## src/rtl/dma_copy_engine.sv

```systemverilog
module dma_copy_engine #(
  parameter int AW = 32,
  parameter int CW = 16
)(
  input  logic          clk,
  input  logic          rst_n,
  input  logic          cfg_we,
  input  logic [1:0]    cfg_addr,
  input  logic [31:0]   cfg_wdata,
  output logic [31:0]   cfg_rdata,
  input  logic          req,
  output logic          ack,
  output logic          irq,
  output logic          mem_rd,
  output logic          mem_wr,
  output logic [AW-1:0] mem_addr,
  output logic [1:0]    mem_size,
  output logic [31:0]   mem_wdata,
  input  logic [31:0]   mem_rdata
);
  localparam int F_SIZE  = 16;
  localparam int F_SFIX  = 18;
  localparam int F_DFIX  = 19;
  localparam int F_BURST = 20;
  localparam int F_WHOLE = 21;
  localparam int F_IRQEN = 22;
  localparam int F_ARM   = 23;
  localparam int BURST_LEN = 4;
  localparam int BW = $clog2(BURST_LEN);

  typedef enum logic [1:0] {M_IDLE, M_LOAD, M_XFER} mst_t;
  typedef enum logic [1:0] {A_RD, A_CAP, A_WR} atom_t;

  mst_t            mst;
  atom_t           atom;
  logic [AW-1:0]   src_base, dst_base, cur_src, cur_dst, step;
  logic [CW-1:0]   cnt_prog, cur_cnt;
  logic [1:0]      size_q;
  logic            src_fix, dst_fix, burst_q, whole_q, irq_en_q, armed, fresh;
  logic [31:0]     hold, mask;
  logic [BW-1:0]   beat;
  logic            last_beat, cfg_ok, start;

  assign cfg_ok    = cfg_we && (mst == M_IDLE);
  assign start     = (mst == M_IDLE) && req && armed && !cfg_we;
  assign step      = (size_q == 2'd0) ? AW'(1) : (size_q == 2'd1) ? AW'(2) : AW'(4);
  assign mask      = (size_q == 2'd0) ? 32'h0000_00FF :
                     (size_q == 2'd1) ? 32'h0000_FFFF : 32'hFFFF_FFFF;
  assign last_beat = !burst_q || (beat == BW'(BURST_LEN - 1));

  assign ack       = (mst != M_IDLE);
  assign mem_rd    = (mst == M_XFER) && (atom == A_RD);
  assign mem_wr    = (mst == M_XFER) && (atom == A_WR);
  assign mem_addr  = mem_wr ? cur_dst : cur_src;
  assign mem_size  = size_q;
  assign mem_wdata = hold;

  always_comb begin
    cfg_rdata = '0;
    case (cfg_addr)
      2'd0:    cfg_rdata = 32'(cur_src);
      2'd1:    cfg_rdata = 32'(cur_dst);
      2'd2:    begin
                 cfg_rdata = 32'(cur_cnt);
                 cfg_rdata[31] = armed || ack;
               end
      default: cfg_rdata = '0;
    endcase
  end

  always_ff @(posedge clk or negedge rst_n) begin
    if (!rst_n) begin
      mst <= M_IDLE;  atom <= A_RD;  beat <= '0;
      src_base <= '0; dst_base <= '0; cur_src <= '0; cur_dst <= '0;
      cnt_prog <= '0; cur_cnt <= '0; size_q <= '0; hold <= '0;
      src_fix <= 1'b0; dst_fix <= 1'b0; burst_q <= 1'b0; whole_q <= 1'b0;
      irq_en_q <= 1'b0; armed <= 1'b0; fresh <= 1'b0; irq <= 1'b0;
    end else begin
      irq <= 1'b0;
      if (cfg_ok) begin
        case (cfg_addr)
          2'd0: src_base <= cfg_wdata[AW-1:0];
          2'd1: dst_base <= cfg_wdata[AW-1:0];
          2'd2: begin
            cnt_prog <= cfg_wdata[CW-1:0];
            size_q   <= cfg_wdata[F_SIZE +: 2];
            src_fix  <= cfg_wdata[F_SFIX];
            dst_fix  <= cfg_wdata[F_DFIX];
            burst_q  <= cfg_wdata[F_BURST];
            whole_q  <= cfg_wdata[F_WHOLE];
            irq_en_q <= cfg_wdata[F_IRQEN];
            armed    <= cfg_wdata[F_ARM] && (cfg_wdata[CW-1:0] != '0);
            fresh    <= cfg_wdata[F_ARM] && (cfg_wdata[CW-1:0] != '0);
            if (cfg_wdata[F_ARM]) begin
              cur_src <= src_base;
              cur_dst <= dst_base;
            end
          end
          default: ;
        endcase
      end
      case (mst)
        M_IDLE: if (start) mst <= M_LOAD;
        M_LOAD: begin
          if (fresh) begin
            cur_cnt <= cnt_prog;
            fresh   <= 1'b0;
          end
          mst  <= M_XFER;
          atom <= A_RD;
          beat <= '0;
        end
        M_XFER: begin
          case (atom)
            A_RD:  atom <= A_CAP;
            A_CAP: begin
              hold <= mem_rdata & mask;
              atom <= A_WR;
            end
            default: begin
              if (!src_fix) cur_src <= cur_src + step;
              if (!dst_fix) cur_dst <= cur_dst + step;
              atom <= A_RD;
              beat <= beat + BW'(1);
              if (last_beat) begin
                beat    <= '0;
                cur_cnt <= cur_cnt - CW'(1);
                if (cur_cnt == CW'(1)) begin
                  armed <= 1'b0;
                  irq   <= irq_en_q;
                  mst   <= M_IDLE;
                end else if (!whole_q) begin
                  mst <= M_IDLE;
                end
              end
            end
          endcase
        end
        default: mst <= M_IDLE;
      endcase
    end
  end

  assert_ack_after_req_R2: assert property (@(posedge clk) disable iff (!rst_n)
    $rose(ack) |-> $past(req));
  assert_wr_follows_rd_R3: assert property (@(posedge clk) disable iff (!rst_n)
    mem_wr |-> $past(mem_rd, 2));
  assert_burst_continues_R4: assert property (@(posedge clk) disable iff (!rst_n)
    (mem_wr && burst_q && !last_beat) |=> mem_rd);
  assert_count_step_R6: assert property (@(posedge clk) disable iff (!rst_n)
    (mem_wr && last_beat) |=> (cur_cnt == $past(cur_cnt) - CW'(1)));
  assert_irq_pulse_R7: assert property (@(posedge clk) disable iff (!rst_n)
    irq |=> !irq);
  assert_irq_cause_R7: assert property (@(posedge clk) disable iff (!rst_n)
    irq |-> (cur_cnt == '0 && !armed && $past(irq_en_q)));
  assert_fixed_dst_R8: assert property (@(posedge clk) disable iff (!rst_n)
    (mem_wr && dst_fix) |=> (cur_dst == $past(cur_dst)));
  assert_zero_reject_R10: assert property (@(posedge clk) disable iff (!rst_n)
    (cfg_ok && cfg_addr == 2'd2 && cfg_wdata[CW-1:0] == '0) |=> !armed);
  assert_cfg_locked_R11: assert property (@(posedge clk) disable iff (!rst_n)
    (cfg_we && ack) |=> (src_base == $past(src_base) && dst_base == $past(dst_base)
                         && cnt_prog == $past(cnt_prog)));
endmodule

```

## config.mk

```make
export PLATFORM = sky130hd
export DESIGN_NAME = dma_copy_engine
export DESIGN_NICKNAME = d
export VERILOG_FILES = /design/src/rtl/dma_copy_engine.sv
export SDC_FILE = /design/constraint.sdc
export NUM_CORES = 1
export LEC_CHECK = 0
export CAP_MARGIN = 25
export CORE_MARGIN = 10
export CORE_UTILIZATION = 59
export DETAILED_ROUTE_END_ITERATION = 10
export GPL_ROUTABILITY_DRIVEN = 0
export PLACE_DENSITY_LB_ADDON = 0.15
export SETUP_SLACK_MARGIN = 0.3
export SLEW_MARGIN = 20
export SYNTH_ARGS = -nofsm -noshare
export SYNTH_HDL_FRONTEND = slang
export SYNTH_SLANG_ARGS = --single-unit
```

## constraint.sdc

```tcl
create_clock -name clk -period 6.21 [get_ports clk]
set_input_delay 0.621 -clock clk [delete_from_list [all_inputs] [get_ports clk]]
set_output_delay 0.621 -clock clk [all_outputs]
set_load 0.02 [all_outputs]
```

==> results.py, run 1 <==
metrics = {
    "die": {
        "core_um2": 18600,
        "dieHeight_um": 157,
        "ios": 172,
        "die_w_um": 157,
        "initial_core_util": 0.597,
        "rows": 50,
        "die-area_um2": 24700,
    },
    "setup_path": {
        "cpPeakStageDelay_ns": 0.62,
        "path_cells": "inv_1 -> ha_1 -> buf_4 -> inv_1 -> or3_1 -> buf_4 -> inv_2 -> nand2_1 -> nand2_1 -> clkdlybuf4s50_1",
        "cp-end-kind": "primary output",
        "cp-start-kind": "register",
        "critPathArrivalTime_ns": 3.99,
        "cp.required_ns": 5.59,
        "cp_max_fo": 47,
        "crit_type": "register to primary output",
        "crit_buf_inv": 6,
        "cp_slowest_cell": "clkdlybuf4s50_1",
        "crit_family": "buffers and inverters",
    },
    "timing": {
        "fin_tns_setup_ns": 0,
        "hold-worst-slack_ns": 0.0745,
        "worst_slew_pin_slew_ns": 0.963,
        "setup_ws_ns": 1.60,
        "setup_viol": 0,
        "min_period_over_period": 0.742,
        "period_needed_ns": 4.61,
        "fin_skew_ns": 0.0196,
        "maxSlewHeadroom": 0.358,
        "slew_violations": 0,
        "rsz0062_at_grt": "false",
        "clock.fmax_mhz": 217,
        "hold_violations": 0,
    },
    "clocking": {
        "postCtsSetupRepairBufs": 0,
        "path_clk_slew_ns": 0.06,
        "cts.path.max_buffers": 3,
        "cts_resized": 0,
        "cts-root-buf": "clkbuf_16",
        "cts_num_sinks": 208,
        "htree_levels": 1,
        "cts_buffers": 24,
        "cts_tree": "done",
        "hold_buffers": 0,
        "clk_latency_ns": 0.52,
    },
    "synthesis": {
        "synth_edf_count": 0,
        "synthArstFlopShare": 1.00,
        "synth_area_leader_cell": "dfrtp_1",
        "synth_warnings": 0,
        "synth-seq-cells": 208,
        "yosysMostFrequentCell": "nand2_1",
        "ys_types": 67,
        "syn-num-nets": 1299,
        "syn_area_per_cell_um2": 9.13,
        "synthTopCellsByArea": "dfrtp_1 (47%), nand2_1 (10%), mux2_2 (7.7%)",
        "synth_ff_type": "dfrtp_1",
        "yosys-top-cells-count": "nand2_1 (306), dfrtp_1 (208), mux2_2 (76)",
        "synth-seq-area-share": 0.469,
        "synth_top_area_frac": 0.469,
        "synth.cell_area_um2": 11100,
        "syn_inst": 1216,
    },
    "placed_design": {
        "place_ws_ns": 1.83,
        "dp_hpwl_mm": 24.7,
        "placed_area_um2": 12900,
        "dpl.cell_count": 1557,
        "io_buffers": 171,
    },
    "global_routing": {
        "use_met2": 0.445,
        "grt_pass1_wl_mm": 54.7,
        "grt_max_degree": 77,
        "antenna_found_initial": 1,
        "met3_usage": 0.0669,
        "grt_util_met1": 0.351,
        "grt-ovfl-total": 0,
        "grt-busiest-layer": "met2",
        "track_usage": 0.279,
        "grt_pass1_vias": 10000,
    },
    "run": {
        "cap_violations": 0,
    },
    "outcome": {
        "status": "complete, no violations",
    },
    "finish": {
        "fillers": 1411,
        "layout.cells.non_filler": 1600,
        "syn_to_final_growth_pct": 24.0,
        "finalCoreUtilization": 0.741,
        "nNetsFinal": 1434,
        "layout-drive-gt1-share": 0.118,
        "design_area_um2": 13800,
    },
    "routing": {
        "drt_iter0_drc": 985,
        "drc": 0,
        "routed_wl_mm": 35.1,
        "vias": 10200,
        "drt_first_pass_iters": 5,
        "via_per_inst": 6.39,
        "ant_nets": 0,
        "avgRoutedWirePerCell_um": 21.9,
    },
    "power": {
        "vdd_ir_drop_max_mv": 0.347,
        "leakage_nw": 5.95,
        "power.density_nw_per_um2": 519,
        "power_mw": 7.14,
    },
    "hold_path": {
        "worstHoldPathType": "input port to async pin",
    },
}
## area by class of cell
type                            count  area [µm²]  share of cell area
Tap cell                          234         293              0.0213
Timing Repair Buffer              192        1890               0.137
Inverter                           16        60.1             0.00436
Antenna cell                        1        2.50            0.000182
Multi-Input combinational cell    909        5520               0.401
Clock buffer                       33         664              0.0483
Clock inverter                      7         130             0.00946
Sequential cell                   208        5200               0.378
## state kept, by name, indices dropped and copies added, names as in the netlist, 2 cells and up
signal,flops
cur_dst,32
cur_src,32
dst_base,32
mem_wdata,32
src_base,32
cnt_prog,16
cur_cnt,16
atom,2
beat,2
mem_size,2
mst,2
## cell usage in the layout (no fill, tap or decap), drive strengths merged, types with 4 or more instances in the layout
cell type and count:
a211oi 10, a21oi 44, a2bb2oi 10, a311oi 12
a31oi 13, and2 10, and3 22, and4 8
buf 23, clkbuf 34, clkdlybuf4s50 168, dfrtp 208
ha 13, inv 17, mux2 76, mux2i 37
nand2 306, nand2b 4, nand3 46, nand4 26
nand4b 7, nor2 65, nor2b 4, nor3 19
nor4 11, o211ai 13, o21a 6, o21ai 55
o221a 10, o22ai 18, o311ai 5, o32ai 4
or3 9
## worst paths after layout
| path | from | to | slack [ns] | cells past startpoint |
|---|---|---|---|---|
| setup / recovery | mst[0] | mem_addr[0] | 1.60 | 10 |
| hold / removal | rst_n | cur_dst[20] | 0.07 | 1 |
| setup reg to reg | mem_size[1] | cur_dst[26] | 2.68 | 9 |
| hold reg to reg | mem_wdata[12] | mem_wdata[12] | 0.47 | 2 |
| max in group asynchronous | rst_n | mem_wdata[21] | 4.80 | 2 |
| min in group clk | mem_wdata[12] | mem_wdata[12] | 0.47 | 2 |
## cells by family (layout without fill, tap and decap cells)
| logic type | Yosys count | after routing | share of synthesized area |
|---|---|---|---|
| AND/OR/NAND/NOR | 550 | 550 | 0.228 |
| flip-flops | 208 | 208 | 0.469 |
| AO/OA/AOI/OAI | 228 | 228 | 0.139 |
| XOR/XNOR | 5 | 5 | 0.00395 |
| adder cells (fa/ha/maj) | 13 | 13 | 0.0147 |
| other | 0 | 1 | 0 |
| multiplexers | 113 | 113 | 0.110 |
| buffers and inverters | 99 | 248 | 0.0353 |
## metal layers
layer / wire length [µm] / vias up
met1: 13700 / 4872
met5: 0 / -
met3: 3660 / 122
met2: 15900 / 611
li1: - / 4615
met4: 1810 / 0
## where the power goes
group	leakage [nW]	internal, mW	switching (mW)
Clock	0.379	0.872	0.564
Combinational	3.07	1.37	1.50
Sequential	2.50	2.02	0.814
## worst reg2reg max path, cell delays in order, from the launching register on
cell	delay (ns)
dfrtp_1	0.74
or2_2	0.59
inv_1	0.12
ha_1	0.22
ha_1	0.20
a21oi_1	0.09
a21oi_1	0.57
nand2_1	0.35
o311ai_0	0.39
o211ai_1	0.14
No activity file was read; power rests on OpenSTA's default activity.
==> run 2: changes to the inputs <==
--- a/config.mk
+++ b/config.mk
@@ -7,7 +7,7 @@
 export LEC_CHECK = 0
 export CAP_MARGIN = 25
 export CORE_MARGIN = 10
-export CORE_UTILIZATION = 59
+export CORE_UTILIZATION = 49
 export DETAILED_ROUTE_END_ITERATION = 10
 export GPL_ROUTABILITY_DRIVEN = 0
 export PLACE_DENSITY_LB_ADDON = 0.15
==> constraint.sdc (replaced) <==
create_clock -name clk -period 3.75 [get_ports clk]
set_input_delay 0.375 -clock clk [delete_from_list [all_inputs] [get_ports clk]]
set_output_delay 0.375 -clock clk [all_outputs]
set_load 0.02 [all_outputs]
==> run 2 against run 1 <==
Effect of this change: power rose by 64%; global-route usage shrank 2.7 points; flip-flop and latch count unchanged; worst setup slack lost 1.1 ns; routed wire length up 5.0%; worst hold slack improved by 0.25 ns; non-clock buffer count rose by 10; highest routed layer unchanged.
==> results.py, run 2 (synthesis results as in run 1) <==
metrics = {
    "routing": {
        "top_layer": "met4",
        "vias": 10100,
        "dr_wl_met2_mm": 16.8,
        "dr_wl_met3_mm": 3.44,
        "drt_iter0_drc": 1094,
        "via_per_inst": 6.09,
        "ant_nets": 0,
        "avgRoutedWirePerCell_um": 22.2,
        "drc": 0,
        "drt_first_pass_iters": 5,
        "wl_met1_mm": 15.5,
        "routed_wl_mm": 36.9,
    },
    "die": {
        "ios": 172,
        "dieHeight_um": 170,
        "core_um2": 22400,
        "die_w_um": 170,
        "rows": 55,
        "initial_core_util": 0.495,
        "die-area_um2": 29100,
    },
    "power": {
        "internal_power_mw": 6.94,
        "power.density_nw_per_um2": 848,
        "pwr-share-comb": 0.412,
        "vdd_ir_drop_max_mv": 0.431,
        "leakage_nw": 5.99,
        "seqPwrFrac": 0.396,
        "p_clk_frac": 0.192,
        "p_switching_mw": 4.80,
        "netSwitchingFraction": 0.409,
    },
    "timing": {
        "maxSlewHeadroom": 0.306,
        "fin_skew_ns": 0.0177,
        "min_period_over_period": 0.865,
        "rsz0062_at_grt": "false",
        "hold_violations": 0,
        "setup_ws_ns": 0.508,
        "worst_slew_pin_slew_ns": 1.04,
        "slew_violations": 0,
        "clock.fmax_mhz": 308,
        "setup_viol": 0,
        "fin_tns_setup_ns": 0,
        "period_needed_ns": 3.24,
    },
    "finish": {
        "nNetsFinal": 1444,
        "layout-drive-gt1-share": 0.121,
        "diodes": 0,
        "syn_to_final_growth_pct": 24.8,
        "design_area_um2": 13800,
        "final_cell_mix": "nand2_1 (306), dfrtp_1 (208), clkdlybuf4s50_1 (168), mux2_2 (76), nor2_1 (65)",
        "finalCoreUtilization": 0.617,
        "fillers": 1934,
        "final_common_cell": "nand2_1",
        "layout.cells.non_filler": 1662,
    },
    "placed_design": {
        "dpl.cell_count": 1617,
        "io_buffers": 171,
        "place_ws_ns": 0.841,
        "dp_hpwl_mm": 26.4,
        "placed_area_um2": 13100,
    },
    "clocking": {
        "cts_tree": "done",
        "htree_levels": 1,
        "cts_buffers": 24,
        "path_clk_slew_ns": 0.06,
        "clk_latency_ns": 0.53,
        "cts_num_sinks": 208,
        "postCtsSetupRepairBufs": 0,
        "cts-root-buf": "clkbuf_16",
        "cts.path.max_buffers": 3,
    },
    "global_routing": {
        "track_usage": 0.251,
        "grt_pass1_wl_mm": 57.9,
        "grt_pass1_vias": 10000,
        "grt_max_degree": 87,
        "grt-ovfl-total": 0,
        "antenna_found_initial": 0,
    },
    "setup_path": {
        "critPathArrivalTime_ns": 2.87,
        "cp_max_fo": 33,
        "cp-end-kind": "primary output",
        "cp.required_ns": 3.38,
        "cp-start-kind": "register",
        "crit_type": "register to primary output",
    },
    "hold_path": {
        "worstHoldPathType": "input port to async pin",
    },
    "outcome": {
        "status": "complete, no violations",
    },
    "run": {
        "cap_violations": 0,
    },
}
-- run 2: per-layer routing --
layer / vias up / global-route usage
met1: 4975 / 0.337
met2: 442 / 0.395
met5: - / 0
met3: 74 / 0.0560
li1: 4631 / -
met4: 0 / 0.0831
-- run 2: path summary, 6_finish.rpt --
check	startpoint	endpoint	slack [ns]	depth (start not counted)
setup reg to reg	mem_size[0]	cur_dst[26]	0.78	9
setup / recovery	mst[0]	mem_addr[0]	0.51	9
max in group asynchronous	rst_n	cur_src[25]	2.48	3
hold / removal	rst_n	cur_src[8]	0.33	2
min in group clk	mem_rdata[12]	mem_wdata[12]	0.40	3
hold reg to reg	irq_en_q	irq_en_q	0.46	2
-- run 2: power by group through the flow --
stage / Clock [mW] / Combinational [mW] / Sequential [mW]
floorplan: 0 / 2.96 / 4.29
global placement: 0 / 4.74 / 4.60
detailed placement: 0 / 4.83 / 4.63
CTS: 2.28 / 4.86 / 4.61
global route: 2.38 / 5.30 / 4.78
finish: 2.25 / 4.83 / 4.65
-- run 2: layout make-up --
| cell class | instances | area, µm² | share of cell area |
|---|---|---|---|
| Sequential cell | 208 | 5200 | 0.376 |
| Clock buffer | 38 | 713 | 0.0515 |
| Clock inverter | 4 | 35.0 | 0.00253 |
| Timing Repair Buffer | 202 | 1970 | 0.142 |
| Tap cell | 285 | 357 | 0.0258 |
| Multi-Input combinational cell | 909 | 5510 | 0.398 |
| Inverter | 16 | 60.1 | 0.00434 |
-- run 2: stage by stage --
stage | total power, mW | hold slack (ns)
after floorplan | 7.25 | 0.0794
after global placement | 9.33 | 0.317
after detailed placement | 9.46 | 0.316
after CTS | 11.7 | 0.326
after global routing | 12.5 | 0.359
final | 11.7 | 0.328
-- run 2: what timing repair did --
action / CTS / global route
hold buffers: 1 / 0
resized for setup: 0 / 0
hold endpoints to repair: 34 / 0
-- run 2: worst max-delay path, stage by stage (launching register included) --
cell and delay (ns):
dfrtp_1 0.39, inv_1 0.12, ha_1 0.17, inv_1 0.05, or3_1 0.33, inv_1 0.07, buf_4 0.36, nand2_1 0.12
nand2_1 0.11, clkdlybuf4s50_1 0.62
